### src/rtl/xfer_pkg.sv
package xfer_pkg;

  // Strobes issued by the sequencer to the register datapath
  typedef struct packed {
    logic load;   // capture parallel code, clear destination
    logic shift;  // rotate source, shift destination
  } xferStrobe_t;

  typedef enum logic [1:0] {
    ST_IDLE = 2'd0,
    ST_RUN  = 2'd1,
    ST_DONE = 2'd2
  } xferState_t;

endpackage

### src/rtl/xfer_ctrl.sv
module xfer_ctrl
  import xfer_pkg::*;
#(
  parameter int WIDTH = 8
) (
  input  logic        clk,
  input  logic        rst,
  input  logic        loadN,
  input  logic        start,
  output xferStrobe_t strb,
  output logic        done
);

  localparam int CNT_W = (WIDTH > 1) ? $clog2(WIDTH) : 1;
  localparam logic [CNT_W-1:0] LAST = CNT_W'(WIDTH - 1);

  xferState_t       state, stateNext;
  logic [CNT_W-1:0] shiftCnt, shiftCntNext;

  always_comb begin
    stateNext    = state;
    shiftCntNext = shiftCnt;
    strb.load    = 1'b0;
    strb.shift   = 1'b0;
    if (!loadN) begin
      // load has priority over everything and restarts the sequence
      strb.load    = 1'b1;
      stateNext    = ST_IDLE;
      shiftCntNext = '0;
    end else begin
      unique case (state)
        ST_IDLE: begin
          if (start) begin
            stateNext    = ST_RUN;
            shiftCntNext = '0;
          end
        end
        ST_RUN: begin
          strb.shift   = 1'b1;
          shiftCntNext = shiftCnt + 1'b1;
          if (shiftCnt == LAST) begin
            stateNext    = ST_DONE;
            shiftCntNext = '0;
          end
        end
        ST_DONE: begin
          stateNext = ST_DONE;
        end
        default: begin
          stateNext = ST_IDLE;
        end
      endcase
    end
  end

  always_ff @(posedge clk) begin
    if (rst) begin
      state    <= ST_IDLE;
      shiftCnt <= '0;
    end else begin
      state    <= stateNext;
      shiftCnt <= shiftCntNext;
    end
  end

  assign done = (state == ST_DONE);

endmodule

### src/rtl/xfer_datapath.sv
module xfer_datapath
  import xfer_pkg::*;
#(
  parameter int WIDTH = 8
) (
  input  logic             clk,
  input  logic             rst,
  input  xferStrobe_t      strb,
  input  logic [WIDTH-1:0] parIn,
  output logic [WIDTH-1:0] srcQ,
  output logic [WIDTH-1:0] dstQ,
  output logic             linkBit
);

  localparam int TOP = WIDTH - 1;

  logic [WIDTH-1:0] srcReg, dstReg;
  logic [WIDTH-1:0] srcNext, dstNext;

  // serial wire: source MSB leaves first
  assign linkBit = srcReg[TOP];

  genvar i;
  generate
    for (i = 0; i < WIDTH; i++) begin : g_bit
      // source: rotate left, the outgoing MSB re-enters at bit 0
      if (i == 0) begin : g_srcLow
        always_comb begin
          if (strb.load)       srcNext[i] = parIn[i];
          else if (strb.shift) srcNext[i] = srcReg[TOP];
          else                 srcNext[i] = srcReg[i];
        end
      end else begin : g_srcUp
        always_comb begin
          if (strb.load)       srcNext[i] = parIn[i];
          else if (strb.shift) srcNext[i] = srcReg[i-1];
          else                 srcNext[i] = srcReg[i];
        end
      end

      // destination: shift right, the serial bit enters at the top
      if (i == TOP) begin : g_dstTop
        always_comb begin
          if (strb.load)       dstNext[i] = 1'b0;
          else if (strb.shift) dstNext[i] = linkBit;
          else                 dstNext[i] = dstReg[i];
        end
      end else begin : g_dstLow
        always_comb begin
          if (strb.load)       dstNext[i] = 1'b0;
          else if (strb.shift) dstNext[i] = dstReg[i+1];
          else                 dstNext[i] = dstReg[i];
        end
      end
    end
  endgenerate

  always_ff @(posedge clk) begin
    if (rst) begin
      srcReg <= '0;
      dstReg <= '0;
    end else begin
      srcReg <= srcNext;
      dstReg <= dstNext;
    end
  end

  assign srcQ = srcReg;
  assign dstQ = dstReg;

endmodule

### src/rtl/xfer_top.sv
module xfer_top
  import xfer_pkg::*;
#(
  parameter int WIDTH = 8
) (
  input  logic             clk,
  input  logic             rst,
  input  logic             loadN,
  input  logic [WIDTH-1:0] parIn,
  input  logic             start,
  output logic             linkBit,
  output logic [WIDTH-1:0] srcQ,
  output logic [WIDTH-1:0] dstQ,
  output logic             done
);

  xferStrobe_t strb;

  xfer_ctrl #(.WIDTH(WIDTH)) u_ctrl (
    .clk   (clk),
    .rst   (rst),
    .loadN (loadN),
    .start (start),
    .strb  (strb),
    .done  (done)
  );

  xfer_datapath #(.WIDTH(WIDTH)) u_dp (
    .clk     (clk),
    .rst     (rst),
    .strb    (strb),
    .parIn   (parIn),
    .srcQ    (srcQ),
    .dstQ    (dstQ),
    .linkBit (linkBit)
  );

endmodule

### config.mk
export PLATFORM = sky130hd
export DESIGN_NAME = xfer_top
export DESIGN_NICKNAME = d
export VERILOG_FILES = /design/src/rtl/xfer_pkg.sv /design/src/rtl/xfer_ctrl.sv /design/src/rtl/xfer_datapath.sv /design/src/rtl/xfer_top.sv
export SDC_FILE = /design/constraint.sdc
export NUM_CORES = 1
export LEC_CHECK = 0
export ABC_CLOCK_PERIOD_IN_PS = 1200
export BUFFER_PORTS_ARGS = -buffer_cell sky130_fd_sc_hd__buf_4
export CAP_MARGIN = 5
export CORE_MARGIN = 3
export CORE_UTILIZATION = 35
export DETAILED_ROUTE_END_ITERATION = 10
export MAX_ROUTING_LAYER = met4
export PLACE_DENSITY = 0.56
export RECOVER_POWER = 25
export SLEW_MARGIN = 20
export SYNTH_ARGS = -nofsm -noshare
export SYNTH_HDL_FRONTEND = slang
export SYNTH_SLANG_ARGS = --single-unit
### constraint.sdc
create_clock -name clk -period 1.2 [get_ports clk]
set_input_delay 0 -clock clk [delete_from_list [all_inputs] [get_ports clk]]
set_output_delay 0 -clock clk [all_outputs]
set_load 0.02 [all_outputs]
==> flow_summary.yaml, run 1 <==
synth:
  synth_top_cells_by_area: "dfxtp_1 (43%), mux2i_1 (18%), a211oi_1 (6.9%)"
  synth_warnings: 0
  yosysSeqAreaShare_pct: 43.0
  ys_ff_latch: 21
  synth_fp_nets: 116
  async_reset_ff_share_pct: 0
  syn_inst: 99
  synth.largest_area_cell: "dfxtp_1"
  syn_avg_cell_area_sq_um: 9.88
  yosysTopAreaCellShare_pct: 43.0
  yosys.cell_types.count: 19
  ys.flop_type: "dfxtp_1"
  synth_edf_count: 0
  syn_area_sq_um: 978
clock_network:
  cts_max_path_buffers: 2
  cts_max_level: 1
  cts-root-buf: "clkbuf_4"
  tritoncts: "done"
  cts_buffers: 3
  clkSlewWorstSetupHoldPaths_ns: 0.12
  worstSkewPairLatency_ns: 0.30
  cts.sinks: 21
global_routing:
  grt_pass1_wl_um: 3470
  grt_pass1_vias: 797
  grt_start_max_net_pins: 18
  antenna_found_initial: 0
  grt-ovfl-total: 0
  track_usage_pct: 13.2
worst_setup_path:
  cp_cell_sequence: "inv_2, ha_4, buf_12, mux2i_1, a211oi_2"
  rr_worst_depth: 5
  cp.required_ns: 1.39
  critical_path.max_stage_delay_ns: 0.34
  end_kind: "register"
  cp-start-kind: "register"
  path_class: "reg -> reg"
  crit_slowest_cell: "dfxtp_2"
  arrival_ns: 1.41
  path_max_fanout: 12
job:
  drv_cap: 0
power_and_ir_drop:
  clkPwrFrac_pct: 25.5
  p_total_mw: 1.34
  power_per_cell_area_nw_per_um2: 935
  intPower_mw: 0.983
  peakVddDrop_v: 0.000633
  p_leak_nw: 0.551
  power_frac_seq_pct: 55.1
  switchingPower_mw: 0.362
  p_comb_share_pct: 19.4
  p_sw_share_pct: 26.9
timing:
  finalMaxSlewViolations: 0
  slew_headroom_pct: 65.5
  finalCritPeriodShare_pct: 102
  min_period_ns: 1.22
  worstMarginPinSlew_ns: 0.518
  setup_slack_ns: -0.0186
  hold_viol_final: 0
  timing.clock.skew_ns: 0.000916
  hold_ws_ns: 0.0401
  setup_violations: 2
  rsz0062_at_grt: "yes"
  fmax_ghz: 0.821
drt:
  wire_per_inst_um: 12.8
  first_iter_violations: 14
  postRouteAntennaNets: 0
  vias_per_cell: 4.91
  drtPass1Iterations: 3
  vias: 830
  wirelength_um: 2170
  drc: 0
outcome:
  violations: "setup timing"
  status: "finished, violations left"
final_layout:
  fillCellCount: 246
  final_common_cell: "buf_4"
  layout.cells.non_filler: 169
  syn2layout_area_growth_pct: 47.1
  mostFrequentLayoutCells: "buf_4 (26), nor2_1 (18), mux2i_1 (17), dfxtp_1 (17), dlygate4sd3_1 (10)"
  diodes: 0
  final_core_util_pct: 56.0
  drive_gt1_share_pct: 36.7
  finalNetCount: 157
floorplanning:
  core_area_sq_um: 2570
  die-area_sq_um: 3470
  pin_count: 30
  start_util_pct: 38.1
  die_w_um: 58.9
  rows: 18
  die_h_um: 58.9
place:
  dp.cells: 154
  port_buffers: 29
  hpwlAfterDp_um: 1400
  place_congestion: 0.729
  dp_slack_ns: -0.140
hold_path:
  hold_path.class: "in -> reg"
  holdPathStages: 3
==> cells in the mapped netlist, drive strengths merged, types with 2 or more instances <==
| cell | instances |
|---|---|
| mux2i | 18 |
| a21oi | 4 |
| nand2b | 2 |
| dfxtp | 21 |
| ha | 5 |
| inv | 4 |
| buf | 8 |
| nor2 | 18 |
| a211oi | 9 |
| o21ai | 2 |
| nor2b | 2 |
==> power by group through the flow <==
stage / registers [mW] / clock network, mW / logic [mW]
6_report: 0.741 / 0.343 / 0.260
3_3_place_gp: 0.756 / 0 / 0.210
5_1_grt: 0.745 / 0.397 / 0.280
3_5_place_dp: 0.756 / 0 / 0.212
2_1_floorplan: 0.776 / 0 / 0.120
4_1_cts: 0.741 / 0.357 / 0.253
==> sequential cells by signal, indices dropped and copies added (netlist names) <==
| signal | cells |
|---|---|
| u_dp.dstQ | 8 |
| u_dp.srcQ | 8 |
| u_ctrl.shiftCnt | 3 |
| u_ctrl.state | 2 |
==> final cells by class <==
cell class	instances	area (sq um)	share of cell area, %
flip-flops and latches	21	428	29.7
clock buffers	3	22.5	1.57
well taps	30	37.5	2.61
multi-input cells	66	569	39.6
clock inverters	1	7.51	0.522
repair buffers	44	357	24.8
inverters	4	17.5	1.22
==> per-stage QoR <==
stage / cell area, sq um / setup TNS (ns)
2_1_floorplan: 998 / -0.000231
3_5_place_dp: 1220 / -1.70
3_3_place_gp: 1220 / -1.29
6_report: 1440 / -0.0286
5_1_grt: 1440 / -0.461
4_1_cts: 1420 / -0.00360
==> routing by layer <==
metal	part of all wire, %	up-vias	global-route usage, %
met5	0	-	-
met4	0.97	0	4.85
met3	3.3	2	2.19
met2	51	16	22.1
met1	45	388	15.7
li1	-	424	-
==> final timing paths <==
kind                                 startpoint         endpoint  slack (ns)
worst max-delay path            u_ctrl.state[1]     u_dp.srcQ[3]       -0.02
worst max register to register  u_ctrl.state[1]     u_dp.srcQ[3]       -0.02
worst min-delay path                      start  u_ctrl.state[0]        0.04
worst min register to register     u_dp.dstQ[0]     u_dp.dstQ[0]        0.51
==> kinds of logic after synthesis <==
kind of cell / Yosys count / share of synthesized area (%)
AO/OA/AOI/OAI: 17 / 11.8
buffers and inverters: 12 / 7.93
AND/OR/NAND/NOR: 25 / 11.4
multiplexers: 19 / 19.6
adder cells (fa/ha/maj): 5 / 6.39
flip-flops: 21 / 43.0
==> worst max-delay path, delay by kind of cell, from the launching register on <==
kind | cells | cell delay [ns]
buffers and inverters | 2 | 0.24
DFF | 1 | 0.34
adders and majority gates | 1 | 0.20
muxes | 1 | 0.23
AOI/OAI and AO/OA | 1 | 0.10
==> what timing repair did <==
item / CTS / global route
gates resized for setup: 18 / 9
hold buffers: 10 / 0
endpoints found under the setup margin: 22 / 19
pin swaps: 5 / 4
setup buffers: 1 / 0
endpoints found under the hold margin: 8 / 0
Power figures use the tool's default switching activity.
==> run 2: changes to the inputs <==
SETUP_SLACK_MARGIN = 0.3   (was default)
==> run 2 against run 1 <==
The flow finishes with violations (hold timing, setup timing); cell area down 3.1%; cell count shrank 3.6%; via count is 2.2% lower; critical path depth stayed put; register-to-register slack is essentially flat; sequential share of layout area grew 0.87 points; largest cell class unchanged; highest routed layer unchanged.
==> flow_summary.yaml, run 2 (synthesis gave the netlist of run 1 again) <==
power_and_ir_drop:
  peakVddDrop_v: 0.000597
  p_leak_nw: 0.555
  p_total_mw: 1.34
  power_per_cell_area_nw_per_um2: 958
floorplanning:
  rows: 18
  die_h_um: 58.9
  die_w_um: 58.9
  core_area_sq_um: 2570
  start_util_pct: 38.1
  pin_count: 30
  die-area_sq_um: 3470
final_layout:
  seqCellArea_sq_um: 427
  mostFrequentLayoutCells: "buf_4 (29), mux2i_1 (18), nor2_1 (18)"
  fillCellCount: 255
  design_area_sq_um: 1390
  final_common_cell: "buf_4"
  diodes: 0
  syn2layout_area_growth_pct: 42.5
  final_core_util_pct: 54.3
  layout.cells.non_filler: 163
  multi_input_area_sq_um: 581
  finalNetCount: 151
  drive_gt1_share_pct: 43.6
drt:
  wirelength_um: 2090
  first_iter_violations: 10
  vias_per_cell: 4.98
  drc: 0
  vias: 812
  postRouteAntennaNets: 0
  wire_per_inst_um: 12.8
  drtPass1Iterations: 4
place:
  placed_cell_area_sq_um: 1280
  place_congestion: 0.728
  dp_slack_ns: -0.0324
  hpwlAfterDp_um: 1460
  port_buffers: 29
  dp.cells: 155
worst_setup_path:
  path_max_fanout: 6
  path_class: "reg -> reg"
  cp.required_ns: 1.38
  end_kind: "register"
  cp-start-kind: "register"
  arrival_ns: 1.39
clock_network:
  cts_max_path_buffers: 2
  worstSkewPairLatency_ns: 0.30
  cts_max_level: 1
  cts-root-buf: "clkbuf_4"
  cts.sinks: 21
  clkSlewWorstSetupHoldPaths_ns: 0.12
  cts_buffers: 3
  tritoncts: "done"
timing:
  timing.clock.skew_ns: 0.00397
  min_period_ns: 1.22
  hold_viol_final: 8
  hold_ws_ns: -0.0801
  slew_headroom_pct: 63.3
  finalCritPeriodShare_pct: 102
  finalMaxSlewViolations: 0
  setup_violations: 5
  worstMarginPinSlew_ns: 0.550
  rsz0062_at_grt: "yes"
  setup_slack_ns: -0.0188
  fmax_ghz: 0.820
  timing.setup.tns_ns: -0.0497
global_routing:
  track_usage_pct: 12.4
  grt-ovfl-total: 0
  antenna_found_initial: 0
  grt_pass1_wl_um: 3240
  grt_start_max_net_pins: 18
  grt_pass1_vias: 748
outcome:
  violations: "hold timing, setup timing"
  status: "finished, violations left"
job:
  drv_cap: 0
hold_path:
  hold_path.class: "in -> reg"
-- run 2: cell count changes in the layout (fill, tap and decap cells not counted), moves of 2 or more --
cell           delta
dfxtp_2           +2
nor2b_4           +2
dlygate4sd3_1    -10
buf_4             +3
-- run 2: final timing paths --
check	slack, ns	to	from	depth (start not counted)
min	-0.08	u_dp.srcQ[7]	rst	2
max reg2reg	-0.02	u_ctrl.shiftCnt[2]	u_ctrl.state[0]	5
min reg2reg	0.51	u_dp.dstQ[0]	u_dp.dstQ[0]	2
max	-0.02	u_ctrl.shiftCnt[2]	u_ctrl.state[0]	5
-- run 2: area by class of cell --
class / count / share of cell area (%)
Multi-Input combinational cell: 66 / 41.7
Tap cell: 30 / 2.69
Timing Repair Buffer: 38 / 22.0
Clock inverter: 1 / 0.359
Sequential cell: 21 / 30.6
Clock buffer: 3 / 1.62
Inverter: 4 / 1.08
-- run 2: power breakdown --
group	total, mW	switching (mW)	internal, mW
combinational	0.260	0.125	0.135
clock	0.333	0.209	0.124
sequential	0.742	0.0209	0.721
-- run 2: worst max-delay path, stage by stage, from the launching register on --
cell and delay [ns]:
dfxtp_2 0.37, buf_12 0.10, ha_4 0.19, mux2_4 0.32, nand2_2 0.06, a21oi_1 0.05
-- run 2: timing repair --
action / CTS / global route
setup endpoints to repair: 24 / 22
gates cloned: 0 / 0
setup buffers: 1 / 3
endpoints found under the hold margin: 8 / 8
resized for setup: 9 / 12
pin swaps: 5 / 4
-- run 2: metal layers --
metal	routed length, um	track usage [%]
met2	998	19.6
met4	15	5.83
met1	994	15.3
met5	0	-
met3	85	1.97
